$ cat src/rtl/dma_seq_pkg.sv
package dma_seq_pkg;
  localparam int unsigned CNT_W  = 16;
  localparam int unsigned PAGE_W = 8;

  typedef enum logic [1:0] {
    LANE_NONE = 2'b00,
    LANE_LOW  = 2'b01,
    LANE_HIGH = 2'b10,
    LANE_BOTH = 2'b11
  } lane_e;
endpackage

$ cat src/rtl/dma_seq_counter.sv
module dma_seq_counter #(
  parameter int unsigned CNT_W = 16
) (
  input  logic             clk,
  input  logic             rst_n,
  input  logic             load_i,
  input  logic             step_i,
  input  logic             auto_init_i,
  input  logic [CNT_W-1:0] base_addr_i,
  input  logic [CNT_W-1:0] base_count_i,
  output logic [CNT_W-1:0] addr_o,
  output logic [CNT_W-1:0] count_o,
  output logic             tc_o,
  output logic             running_o
);
  localparam logic [CNT_W-1:0] ZERO = '0;
  localparam logic [CNT_W-1:0] ONE  = {{(CNT_W-1){1'b0}}, 1'b1};

  logic [CNT_W-1:0] addr_q, count_q;
  logic             halted_q, tc_q;
  logic             take, last;

  assign take = step_i && !halted_q && !load_i;
  assign last = (count_q == ZERO);

  always_ff @(posedge clk) begin
    if (!rst_n) begin
      addr_q   <= ZERO;
      count_q  <= ZERO;
      halted_q <= 1'b1;
      tc_q     <= 1'b0;
    end else if (load_i) begin
      addr_q   <= base_addr_i;
      count_q  <= base_count_i;
      halted_q <= 1'b0;
      tc_q     <= 1'b0;
    end else begin
      tc_q <= take && last;
      if (take) begin
        if (last && auto_init_i) begin
          addr_q  <= base_addr_i;
          count_q <= base_count_i;
        end else begin
          addr_q  <= addr_q + ONE;
          count_q <= count_q - ONE;
          if (last) halted_q <= 1'b1;
        end
      end
    end
  end

  assign addr_o    = addr_q;
  assign count_o   = count_q;
  assign tc_o      = tc_q;
  assign running_o = !halted_q;

  assert_count_dec_R3: assert property (@(posedge clk) disable iff (!rst_n)
    (take && !last) |=> (count_q == $past(count_q) - ONE));
  assert_addr_inc_R3: assert property (@(posedge clk) disable iff (!rst_n)
    (take && !(last && auto_init_i)) |=> (addr_q == $past(addr_q) + ONE));
  assert_tc_cause_R7: assert property (@(posedge clk) disable iff (!rst_n)
    $rose(tc_q) |-> $past(step_i && !halted_q && !load_i && count_q == ZERO));
  assert_halt_hold_R8: assert property (@(posedge clk) disable iff (!rst_n)
    (halted_q && !load_i) |=> ($stable(addr_q) && $stable(count_q) && !tc_q));
  assert_reload_R9: assert property (@(posedge clk) disable iff (!rst_n)
    (take && last && auto_init_i) |=>
      (count_q == $past(base_count_i) && addr_q == $past(base_addr_i) && !halted_q));
  assert_load_R2: assert property (@(posedge clk) disable iff (!rst_n)
    load_i |=> (count_q == $past(base_count_i) && !tc_q && !halted_q));
endmodule

$ cat src/rtl/dma_seq_addr_map.sv
module dma_seq_addr_map
  import dma_seq_pkg::*;
#(
  parameter int unsigned CNT_W  = 16,
  parameter int unsigned PAGE_W = 8
) (
  input  logic [CNT_W-1:0]        addr_i,
  input  logic [PAGE_W-1:0]       page_i,
  input  logic                    word_mode_i,
  output logic [CNT_W+PAGE_W-1:0] phys_o,
  output logic [1:0]              lane_o
);
  localparam int unsigned PHYS_W = CNT_W + PAGE_W;

  logic [PHYS_W-1:0] byte_phys, word_phys;

  assign byte_phys = {page_i, addr_i};
  assign word_phys = {page_i[PAGE_W-1:1], addr_i, 1'b0};

  always_comb begin
    if (word_mode_i) begin
      phys_o = word_phys;
      lane_o = LANE_BOTH;
    end else begin
      phys_o = byte_phys;
      lane_o = addr_i[0] ? LANE_HIGH : LANE_LOW;
    end
  end
endmodule

$ cat src/rtl/dma_addr_seq.sv
module dma_addr_seq
  import dma_seq_pkg::*;
(
  input  logic                    clk,
  input  logic                    rst_n,
  input  logic                    load_i,
  input  logic                    step_i,
  input  logic [CNT_W-1:0]        base_addr_i,
  input  logic [CNT_W-1:0]        base_count_i,
  input  logic [PAGE_W-1:0]       page_i,
  input  logic                    word_mode_i,
  input  logic                    auto_init_i,
  output logic [CNT_W+PAGE_W-1:0] phys_addr_o,
  output logic [1:0]              lane_o,
  output logic                    tc_o,
  output logic [CNT_W-1:0]        count_o,
  output logic [CNT_W-1:0]        residue_o,
  output logic                    running_o
);
  logic [CNT_W-1:0] cur_addr;

  dma_seq_counter #(.CNT_W(CNT_W)) u_counter (
    .clk          (clk),
    .rst_n        (rst_n),
    .load_i       (load_i),
    .step_i       (step_i),
    .auto_init_i  (auto_init_i),
    .base_addr_i  (base_addr_i),
    .base_count_i (base_count_i),
    .addr_o       (cur_addr),
    .count_o      (count_o),
    .tc_o         (tc_o),
    .running_o    (running_o)
  );

  dma_seq_addr_map #(.CNT_W(CNT_W), .PAGE_W(PAGE_W)) u_map (
    .addr_i      (cur_addr),
    .page_i      (page_i),
    .word_mode_i (word_mode_i),
    .phys_o      (phys_addr_o),
    .lane_o      (lane_o)
  );

  assign residue_o = count_o + {{(CNT_W-1){1'b0}}, 1'b1};

  assert_tc_running_R7: assert property (@(posedge clk) disable iff (!rst_n)
    (tc_o && !auto_init_i && !$past(auto_init_i)) |-> (!running_o && residue_o == '0));
endmodule

$ cat config.mk
export PLATFORM = sky130hd
export DESIGN_NAME = dma_addr_seq
export DESIGN_NICKNAME = d
export VERILOG_FILES = /design/src/rtl/dma_seq_pkg.sv /design/src/rtl/dma_seq_counter.sv /design/src/rtl/dma_seq_addr_map.sv /design/src/rtl/dma_addr_seq.sv
export SDC_FILE = /design/constraint.sdc
export NUM_CORES = 1
export LEC_CHECK = 0
export BUFFER_PORTS_ARGS = -buffer_cell sky130_fd_sc_hd__buf_2
export CAP_MARGIN = 20
export CORE_MARGIN = 2
export CORE_UTILIZATION = 45
export DETAILED_ROUTE_END_ITERATION = 10
export PLACE_DENSITY = 0.77
export SLEW_MARGIN = 10
export SYNTH_ARGS = -nofsm -noshare
export SYNTH_HDL_FRONTEND = slang
export SYNTH_SLANG_ARGS = --single-unit
$ cat constraint.sdc
create_clock -name clk -period 2.2 [get_ports clk]
set_input_delay 0.33 -clock clk [delete_from_list [all_inputs] [get_ports clk]]
set_output_delay 0.33 -clock clk [all_outputs]
set_load 0.05 [all_outputs]
==> metrics, run 1 <==
Die Wd between 80 and 90 µm; Yosys cell types 65; Startpoint Class register; DR WL met3 between 700 and 800 µm; Cells after Synth roughly 350; WHS 0.2351 ns; number of synthesized flops with an enable pin 0; CTS Buf Count 5; CP startpoint u_counter.count_o[0]; largest net degree at the start of global routing 27; Vias/cell slightly above 6; Setup crit end u_counter.addr_o[4]; via count approximately 3,300; part of the cycle the worst path needs between 90% and 100%; reg2reg path depth 8; Die ar. ~6700 µm²; Setup TNS 0 ns; IO buf count around 90; chip height 81.86 µm; crit end category register; wire length on met2 ~4.4 mm; Yosys warning count 0; most frequent cells after synthesis 34 x dfxtp_1, 32 x nand2_1, 29 x nand3_1; Worst Path Required roughly 2.4 ns; synthesis-to-finish area growth 40.14%; first-pass GRT wire length 14.09 mm; run status complete, no violations; CTS clk-pin slew, worst paths ~0.080 ns; compound-gate portion of the synthesized area 23.62%; Synth Area in XOR/XNOR roughly 4.8%; Buf+Inv Stages, Crit Path 3; Crit Path Category reg -> reg; sequential area share after synthesis ~25%; DP HPWL roughly 6.7 mm; Routed WL 9.067 mm; vias in the first global route 2,957; Skew-Pair Late Insertion Delay 0.30 ns; TritonRoute pass-1 iters 5; worst r2r dst u_counter.addr_o[4]; post-route ant nets 0; io pins around 110; # DRC 0; Max FO, Critical Path 13; #FFs+latches synth 34; Main synth FF type dfxtp_1; final setup violation count 0; Max-Cap Viols 0; r2r setup slk between 0.04 and 0.05 ns; multiplexer share of the synthesized area approximately 6.6%; Clock Sinks 34; Area contributors post-synth dfxtp_1 25%, mux2_2 6.2%, nand3_1 5.3%; Hold Fails Final Rpt 0; Final Skew around 0.015 ns; Ant. Diodes 0; Wirelength per Cell about 17 µm; Yosys top cell by area dfxtp_1; clock buffer depth 2; Worst path depth 8; maximum vdd drop around 360 µV; row count 28; total track usage between 20% and 30%; DRT met1 WL between 3 and 4 mm; most common cell in the netlist dfxtp_1; Lkg Pwr 1.664 nW; Top delay family on crit path simple AND/OR/NAND/NOR gates; pwr dens between 500 and 600 nW/µm²; CTS tree done; crit path DAT ~2.4 ns; Iter 0 DRT Violations 332; reg2reg start u_counter.count_o[0]; CTS root buf clkbuf_8; fraction of the mapped netlist area in adder cells approximately 1.8%; WHS Path Cells 2; critical path's slowest cell or4b_4; slew margin rel. about 60%; simple logic cell fraction of the synthesized area 30.69%; Top Layer Used met4; nets@finish slightly above 500; Slew Limit Fails 0; Placer Congestion 0.8981; Mapped Area around 2700 µm²; Max Fclk ~460 MHz; GR Overflow Total 0; Avg Inst Size Synth 7.727 µm²; Worst path max stage delay 0.49 ns; initial cell density of the core between 40% and 50%; Post-synth ARST share 0%; core area 5886 µm²; Yosys top cell area share between 20% and 30%; # H-tree levels 2; Post-Syn Nets around 400; share of cells above drive strength 1 between 40% and 50%; largest family of logic cells by synthesized area simple AND/OR/NAND/NOR gates; fin crit period between 2 and 2.5 ns; worst min path class in -> reg; Tightest Pin Transition approximately 0.6 ns; Post-CTS Hold Buffers 0; initial antenna violation count 0; worst-path cell chain clkinvlp_4 -> ha_4 -> or4b_4 -> o41ai_4 -> buf_4 -> clkbuf_16 -> nand3_1 -> a31oi_1
## layout make-up
cell class,count,area [µm²]
Fill cell,518,2063
Multi-Input combinational cell,277,2100
Timing Repair Buffer,130,802.0
Sequential cell,34,706.9
Inverter,9,37.54
Clock inverter,2,10.01
Clock buffer,6,72.57
Tap cell,75,93.84
## through the flow
| stage | util, % | setup WS [ns] | total power, mW | instances | area (µm²) |
|---|---|---|---|---|---|
| floorplan | - | -0.08500 | 1.490 | 353 | 2930 |
| global placement | 60.93 | 0.1093 | 1.721 | 523 | 3586 |
| detailed placement | 60.93 | 0.07364 | 1.734 | 523 | 3586 |
| CTS | 63.31 | 0.0009508 | 2.192 | 531 | 3726 |
| global route | 64.94 | -0.003832 | 2.333 | 533 | 3822 |
| finish | 64.94 | 0.04921 | 2.226 | 533 | 3822 |
## worst min path at each step
| stage | slack (ns) | start | to |
|---|---|---|---|
| 5_1_grt | 0.24 | base_count_i[11] | u_counter.count_o[11] |
| 6_report | 0.24 | base_count_i[11] | u_counter.count_o[11] |
| 2_1_floorplan | 0.45 | base_count_i[10] | u_counter.count_o[10] |
| 3_5_place_dp | 0.54 | base_count_i[13] | u_counter.count_o[13] |
| 4_1_cts | 0.24 | base_count_i[11] | u_counter.count_o[11] |
| 3_3_place_gp | 0.52 | u_counter.addr_o[15] | u_counter.addr_o[15] |
## state kept, by name (all words and copies together), names as in the netlist
register / flops
u_counter.addr_o: 16
u_counter.halted_q: 1
u_counter.tc_o: 1
u_counter.count_o: 16
## logic make-up after synthesis
kind of cell / after synthesis
AND/OR/NAND/NOR: 152
AO/OA/AOI/OAI: 90
buffers and inverters: 42
flip-flops: 34
multiplexers: 16
XOR/XNOR: 15
adder cells (fa/ha/maj): 4
## report_power, final
part | internal [mW] | switching [mW] | total (mW)
combinational | 0.351 | 0.671 | 1.02
sequential | 0.667 | 0.0705 | 0.738
clock | 0.220 | 0.247 | 0.467
total | 1.24 | 0.988 | 2.23
## metal layers
layer | vias to the layer above | global-route usage (%)
met2 | 199 | 46.75
met4 | 0 | 13.00
met3 | 35 | 3.956
met5 | - | 0
met1 | 1540 | 33.04
li1 | 1522 | -
## placed cells by master, fill, tap and decap left out, types with 5 or more instances in the layout
cell type	n
xnor2_2	5
dfxtp_1	23
clkbuf_8	5
nand2_1	32
nand3_1	27
dfxtp_4	5
and3_1	5
nor4_1	5
mux2_2	15
nor2_1	21
o21ai_0	10
a31oi_1	10
nor3_1	11
dfxtp_2	6
inv_1	8
a21oi_1	17
buf_4	39
nand4_1	7
o21ai_1	15
buf_2	86
## repair_timing
item,4_1_cts,5_1_grt
resized for setup,16,16
cloned,0,1
pin swaps,1,1
endpoints found under the setup margin,6,17
setup buffers,0,1
Power figures use the tool's default switching activity.
==> inputs of run 2 (changes only) <==
CTS_CLUSTER_SIZE = 8   (was not set)
PLACE_DENSITY = 0.76   (was 0.77)
SYNTH_HIERARCHICAL = 1   (was not set)
==> run 2 against run 1 <==
Routed wire length fell by 8.1%. First-iteration DRC count decreased by 31%. Total power is 1.3% lower. Non-clock buffer count shrank 18. Sequential power up 5.6%. Synthesized cell count decreased by 2.5%. Clock power grew 5.8%. Worst setup slack improved by 0.050 ns. Global-route usage shrank 2.6 points. Final area shrank 6.9%. Critical path depth shrank 2. Critical path type is now reg -> out. Largest cell class unchanged. Highest routed layer unchanged.
==> metrics, run 2 <==
Placer Congestion 0.8811 (was 0.8981); Area contributors post-synth dfxtp_1 25%, o21ai_0 5.1%, a21oi_1 4.9% (was dfxtp_1 25%, mux2_2 6.2%, nand3_1 5.3%); crit end category output port (was register); reg2reg start u_counter/count_o[0] (was u_counter.count_o[0]); first-pass GRT wire length 13.03 mm (was 14.09 mm); PnR worst setup slack 0.09914 ns (was 0.04921 ns); Setup TNS 0 ns (unchanged); share of cells above drive strength 1 40.73% (was 45.20%); WHS Path Cells 3 (was 2); synthesis-to-finish area growth 28.53% (was 40.14%); Mapped Area 2768 µm² (was 2728 µm²); Wirelength per Cell 16.28 µm (was 17.01 µm); TritonRoute pass-1 iters 4 (was 5); Worst Path Required 1.87 ns (was 2.40 ns); most common cell in the netlist dfxtp_1 (unchanged); sequential area share after synthesis 24.59% (was 24.95%); Ant. Diodes 0 (unchanged); part of the cycle the worst path needs 95.49% (was 97.76%); CTS Buf Count 5 (unchanged); worst r2r dst u_counter/addr_o[13] (was u_counter.addr_o[4]); Comb pwr share 42.0% (was 45.9%); Startpoint Class register (unchanged); io pins 106 (unchanged); Die ar. 6794 µm² (was 6700 µm²); GR Overflow Total 0 (unchanged); Reg power frac 35.5% (was 33.1%); Clk pwr share 22.5% (was 21.0%); DP HPWL 5.852 mm (was 6.723 mm); CTS tree done (unchanged); row count 28 (unchanged); Final Skew 0.003459 ns (was 0.01461 ns); Die Wd 82.43 µm (was 81.86 µm); #FFs+latches synth 34 (unchanged); switch share 44.24% (was 44.38%); Iter 0 DRT Violations 229 (was 332); maximum vdd drop 376.4 µV (was 360.4 µV); Yosys top cell by area dfxtp_1 (unchanged); final setup violation count 0 (unchanged); Post-synth ARST share 0% (unchanged); Post-Place Setup Slack 0.1185 ns (was 0.07364 ns); worst-path cell chain ha_2 -> nand4_1 -> buf_4 -> nor3_2 -> xor2_2 -> clkbuf_4 (was clkinvlp_4 -> ha_4 -> or4b_4 -> o41ai_4 -> buf_4 -> clkbuf_16 -> nand3_1 -> a31oi_1); total track usage 24.56% (was 27.16%); Yosys warning count 6 (was 0); chip height 82.43 µm (was 81.86 µm); Tightest Pin Transition 0.5398 ns (was 0.5984 ns); core area 5921 µm² (was 5886 µm²); Buf+Inv Stages, Crit Path 2 (was 3); Routed WL 8.333 mm (was 9.067 mm); initial cell density of the core 46.75% (was 46.34%); CTS clk-pin slew, worst paths 0.07 ns (was 0.08 ns); WHS 0.2789 ns (was 0.2351 ns); Max Fclk 476.0 MHz (was 464.9 MHz); Vias/cell 5.979 (was 6.184); Yosys cell types 68 (was 65); min-delay src base_count_i[4] (was base_count_i[11]); DP Area 3359 µm² (was 3586 µm²); run status complete, no violations (unchanged); vias in the first global route 2,776 (was 2,957); Skew-Pair Late Insertion Delay 0.29 ns (was 0.30 ns); Max-Cap Viols 0 (unchanged); Worst path max stage delay 0.41 ns (was 0.49 ns); Top delay family on crit path buffers and inverters (was simple AND/OR/NAND/NOR gates); reg2reg path depth 8 (unchanged); Avg Inst Size Synth 8.046 µm² (was 7.727 µm²); nets@finish 486 (was 507); slew margin rel. 63.74% (was 59.96%); Hold Fails Final Rpt 0 (unchanged); # DRC 0 (unchanged); Internal Power 1.225 mW (was 1.238 mW); largest net degree at the start of global routing 20 (was 27); crit path DAT 1.77 ns (was 2.35 ns); Post-Layout Cell Count 512 (was 533); post-layout util 60.08% (was 64.94%); Crit Path Category reg -> out (was reg -> reg); total chip power 2.196 mW (was 2.226 mW); CTS root buf clkbuf_8 (unchanged); fin crit period 2.101 ns (was 2.151 ns); number of synthesized flops with an enable pin 0 (unchanged); worst min path class in -> reg (unchanged); commonest non-fill, non-tap cells in the layout 87 x buf_2, 28 x nand2_1, 28 x o21ai_0, 27 x a21oi_1, 22 x dfxtp_1 (was 86 x buf_2, 39 x buf_4, 32 x nand2_1, 27 x nand3_1, 23 x dfxtp_1); Yosys top cell area share 24.59% (was 24.95%); final-layout fill cell count 565 (was 518); pwr dens 617.5 nW/µm² (was 582.4 nW/µm²); most frequent cells after synthesis 34 x dfxtp_1, 28 x nand2_1, 28 x o21ai_0 (was 34 x dfxtp_1, 32 x nand2_1, 29 x nand3_1); r2r setup slk 0.13 ns (was 0.05 ns); P_sw 0.9717 mW (was 0.9881 mW); post-route ant nets 0 (unchanged); Slew Limit Fails 0 (unchanged); critical path's slowest cell dfxtp_2 (was or4b_4); placed cells 502 (was 523); # H-tree levels 2 (unchanged); Main synth FF type dfxtp_1 (unchanged); Cells after Synth 344 (was 353); clock buffer depth 2 (unchanged); IO buf count 91 (unchanged); most common cell after layout, fill and taps aside buf_2 (unchanged); Max FO, Critical Path 9 (was 13); Post-Syn Nets 394 (was 403); Clock Sinks 34 (unchanged); Hold Path Sink u_counter/count_o[4] (was u_counter.count_o[11]); Post-CTS Hold Buffers 0 (unchanged); Lkg Pwr 1.527 nW (was 1.664 nW); Final Cell Area 3557 µm² (was 3822 µm²); via count 3,061 (was 3,296); initial antenna violation count 0 (unchanged)
==> run 2: changes by cell type after synthesis, moves of 6 or more <==
| cell | before | now |
|---|---|---|
| a21oi_1 | 18 | 27 |
| o21ai_1 | 14 | 3 |
| nand3_1 | 29 | 21 |
| nor3_1 | 12 | 18 |
| mux2_2 | 15 | 9 |
| o21ai_0 | 11 | 28 |
| nor2_1 | 25 | 18 |
| mux2_4 | 0 | 7 |
| clkbuf_1 | 21 | 12 |
==> run 2: power groups by stage <==
stage                     combinational (mW)  sequential, mW  clock, mW
after floorplan                        0.643           0.853          0
after global placement                 0.901           0.788          0
after detailed placement               0.907           0.790          0
after CTS                              0.911           0.777      0.502
after global routing                   0.983           0.790      0.526
final                                  0.923           0.779      0.494
==> run 2: layout make-up <==
type                            count  area (µm²)  area share, %
Timing Repair Buffer              112       639.4          17.97
Clock buffer                        7       86.33          2.427
Inverter                           12       45.04          1.266
Sequential cell                    34       705.7          19.84
Tap cell                           75       93.84          2.638
Multi-Input combinational cell    271        1982          55.72
Clock inverter                      1       5.005         0.1407
==> run 2: worst reg2reg max path, delay by kind of cell, from the launching register on <==
| family | cells | cell delay, ns |
|---|---|---|
| AOI/OAI and AO/OA | 3 | 0.49 |
| adders and majority gates | 1 | 0.22 |
| buffers and inverters | 2 | 0.24 |
| DFF | 1 | 0.39 |
| and+or+nand+nor | 2 | 0.60 |
==> run 2: routing by layer <==
metal	share of wire [%]	global-route usage, %	up-vias	routed length (µm)
li1	-	-	1478	-
met1	44	31.18	1433	3630
met2	48	42.34	144	4007
met3	7.6	4.348	6	630
met4	0.77	7.167	0	64
met5	0	0	-	0
==> run 2: repair_timing <==
item,in CTS,in global routing
resized for setup,5,15
pin swaps,1,0
endpoints found under the hold margin,0,0
buffers inserted,2,0
setup endpoints to repair,7,9
==> run 2: worst max path at each step <==
| stage | slack (ns) | endpoint | startpoint | cells after the start |
|---|---|---|---|---|
| after global placement | 0.17 | u_counter/addr_o[13] | u_counter/count_o[0] | 8 |
| after global routing | -0.0005 | residue_o[12] | u_counter/count_o[1] | 6 |
| final | 0.1 | residue_o[8] | u_counter/count_o[1] | 6 |
| after floorplan | 0.03 | u_counter/addr_o[5] | u_counter/count_o[0] | 7 |
| after CTS | 0.03 | residue_o[12] | u_counter/count_o[1] | 6 |
| after detailed placement | 0.12 | u_counter/addr_o[13] | u_counter/count_o[0] | 8 |
==> run 2: kinds of logic after synthesis <==
kind of cell             share of synthesized area [%]
AO/OA/AOI/OAI                                    22.15
XOR/XNOR                                         4.430
adder cells (fa/ha/maj)                          1.808
buffers and inverters                            8.634
flip-flops                                       24.59
multiplexers                                     7.821
AND/OR/NAND/NOR                                  30.56
==> inputs of run 3 (changes only) <==
BUFFER_PORTS_ARGS = not set   (was -buffer_cell sky130_fd_sc_hd__buf_2)
DONT_BUFFER_PORTS = 1   (was not set)
PLACE_DENSITY = not set   (was 0.76)
PLACE_DENSITY_LB_ADDON = 0.12   (was not set)
==> run 3 against run 2 <==
Critical path depth shrank 1. Global-route usage grew 0.43 points. Final area shrank 6.9%. Die area is the same. Flip-flop and latch count is the same. First-iteration DRC count shrank 16%. Count of clock-buffer cells in the layout shrank 1. Hold slack lost 0.16 ns. Via count shrank 8.4%. Clock power shrank 5.1%. Utilization shrank 4.2 points. Sequential power shrank 3%.
==> metrics, run 3 (synthesis results as in run 2) <==
run status complete, no violations (unchanged); Post-Place Setup Slack 0.1002 ns (was 0.1185 ns); final-layout fill cell count 557 (was 565); PnR worst setup slack 0.08825 ns (was 0.09914 ns); # DRC 0 (unchanged); CTS Buf Count 5 (unchanged); Tightest Pin Transition 0.5127 ns (was 0.5398 ns); switch share 43.69% (was 44.24%); Post-CTS Hold Buffers 0 (unchanged); share of cells above drive strength 1 29.97% (was 40.73%); Max-Cap Viols 0 (unchanged); Routed WL 8.379 mm (was 8.333 mm); CTS root buf clkbuf_8 (unchanged); maximum vdd drop 374.4 µV (was 376.4 µV); final setup violation count 0 (unchanged); initial cell density of the core 46.75% (unchanged); worst-path cell chain buf_4 -> nand2_2 -> nor4_4 -> xor2_2 -> buf_12 (was ha_2 -> nand4_1 -> buf_4 -> nor3_2 -> xor2_2 -> clkbuf_4); synthesis-to-finish area growth 19.62% (was 28.53%); Vias/cell 6.327 (was 5.979); chip height 82.43 µm (unchanged); Worst Path Required 1.87 ns (about the same); crit end category output port (unchanged); Top delay family on crit path simple AND/OR/NAND/NOR gates (was buffers and inverters); most common cell after layout, fill and taps aside buf_4 (was buf_2); Startpoint Class register (unchanged); Post-Layout Cell Count 443 (was 512); Placer Congestion 0.9735 (was 0.8811); P_sw 0.9341 mW (was 0.9717 mW); Iter 0 DRT Violations 193 (was 229); Max FO, Critical Path 4 (was 9); Reg power frac 35.5% (about the same); Slew Limit Fails 0 (unchanged); first-pass GRT wire length 13.15 mm (was 13.03 mm); DP HPWL 6.067 mm (was 5.852 mm); Max Fclk 473.5 MHz (was 476.0 MHz); Clock Sinks 34 (unchanged); via count 2,803 (was 3,061); largest net degree at the start of global routing 26 (was 20); core area 5921 µm² (unchanged); Die Wd 82.43 µm (unchanged); r2r setup slk 0.10 ns (was 0.13 ns); vias in the first global route 2,655 (was 2,776); post-route ant nets 0 (unchanged); fin crit period 2.112 ns (was 2.101 ns); worst min path class in -> reg (unchanged); Final Skew 0.01024 ns (was 0.003459 ns); clock buffer depth 2 (unchanged); CTS tree done (unchanged); Wirelength per Cell 18.91 µm (was 16.28 µm); nets@finish 418 (was 486); Comb pwr share 42.6% (was 42.0%); Die ar. 6794 µm² (unchanged); # H-tree levels 2 (unchanged); CTS clk-pin slew, worst paths 0.07 ns (about the same); IO buf count 0 (was 91); commonest non-fill, non-tap cells in the layout 35 x buf_4, 28 x o21ai_0, 27 x nand2_1, 27 x a21oi_1, 22 x dfxtp_1 (was 87 x buf_2, 28 x nand2_1, 28 x o21ai_0, 27 x a21oi_1, 22 x dfxtp_1); Worst path max stage delay 0.39 ns (was 0.41 ns); placed cells 434 (was 502); GR Overflow Total 0 (unchanged); row count 28 (unchanged); Clk pwr share 21.9% (was 22.5%); TritonRoute pass-1 iters 4 (unchanged); Buf+Inv Stages, Crit Path 2 (unchanged); critical path's slowest cell dfxtp_2 (unchanged); Skew-Pair Late Insertion Delay 0.29 ns (about the same); total track usage 24.99% (was 24.56%); Internal Power 1.204 mW (was 1.225 mW); crit path DAT 1.78 ns (was 1.77 ns); part of the cycle the worst path needs 95.99% (was 95.49%); io pins 106 (unchanged); slew margin rel. 65.96% (was 63.74%); initial antenna violation count 1 (was 0); pwr dens 645.8 nW/µm² (was 617.5 nW/µm²); Lkg Pwr 1.222 nW (was 1.527 nW); Hold Fails Final Rpt 0 (unchanged); Crit Path Category reg -> out (unchanged)
-- run 3: per-stage QoR --
step                      TNS [ns]  utilization, %  hold WS, ns  instance area, µm²  power (mW)
after global placement           0           53.23       0.4114                3152       1.660
after CTS                 -0.08572           55.26       0.1155                3272       2.132
final                            0           55.92       0.1172                3311       2.138
after detailed placement         0           53.23       0.4141                3152       1.668
after global routing      -0.01499           55.87       0.1352                3308       2.229
after floorplan                  0               -       0.4585                2849       1.496
-- run 3: cell type report --
cell class | count | area (µm²) | share of cell area (%)
antenna | 1 | 2.502 | 0.07559
clock buffer | 6 | 82.58 | 2.494
inverter | 12 | 45.04 | 1.361
multi-input combinational | 271 | 1963 | 59.30
sequential | 34 | 698.2 | 21.09
tap | 75 | 93.84 | 2.834
timing repair buffer | 44 | 425.4 | 12.85
-- run 3: path summary, 6_finish.rpt --
check / start / to / depth (start not counted)
hold reg to reg: u_counter/count_o[5] / u_counter/count_o[5] / 2
setup / recovery: u_counter/count_o[5] / residue_o[14] / 5
setup reg to reg: u_counter/count_o[0] / u_counter/addr_o[15] / 8
hold / removal: rst_n / u_counter/halted_q / 1
-- run 3: per-layer routing --
layer  track usage [%]  wire length [µm]  vias to the layer above
li1                  -                 -                     1333
met1             31.21              3577                     1313
met2             41.21              4011                      144
met3             5.761               656                       13
met4             10.50               133                        0
met5                 0                 0                        -
-- run 3: power by group through the flow --
stage	Clock, mW	Sequential (mW)	Combinational, mW
5_1_grt	0.491	0.770	0.969
3_5_place_dp	0	0.772	0.895
2_1_floorplan	0	0.853	0.643
3_3_place_gp	0	0.770	0.890
6_report	0.469	0.759	0.910
4_1_cts	0.474	0.758	0.900
-- run 3: repair_timing --
action | 4_1_cts | 5_1_grt
cloned | 0 | 0
endpoints found under the setup margin | 6 | 8
gates resized for setup | 5 | 6
pin swaps | 1 | 1
buffers inserted | 1 | 1
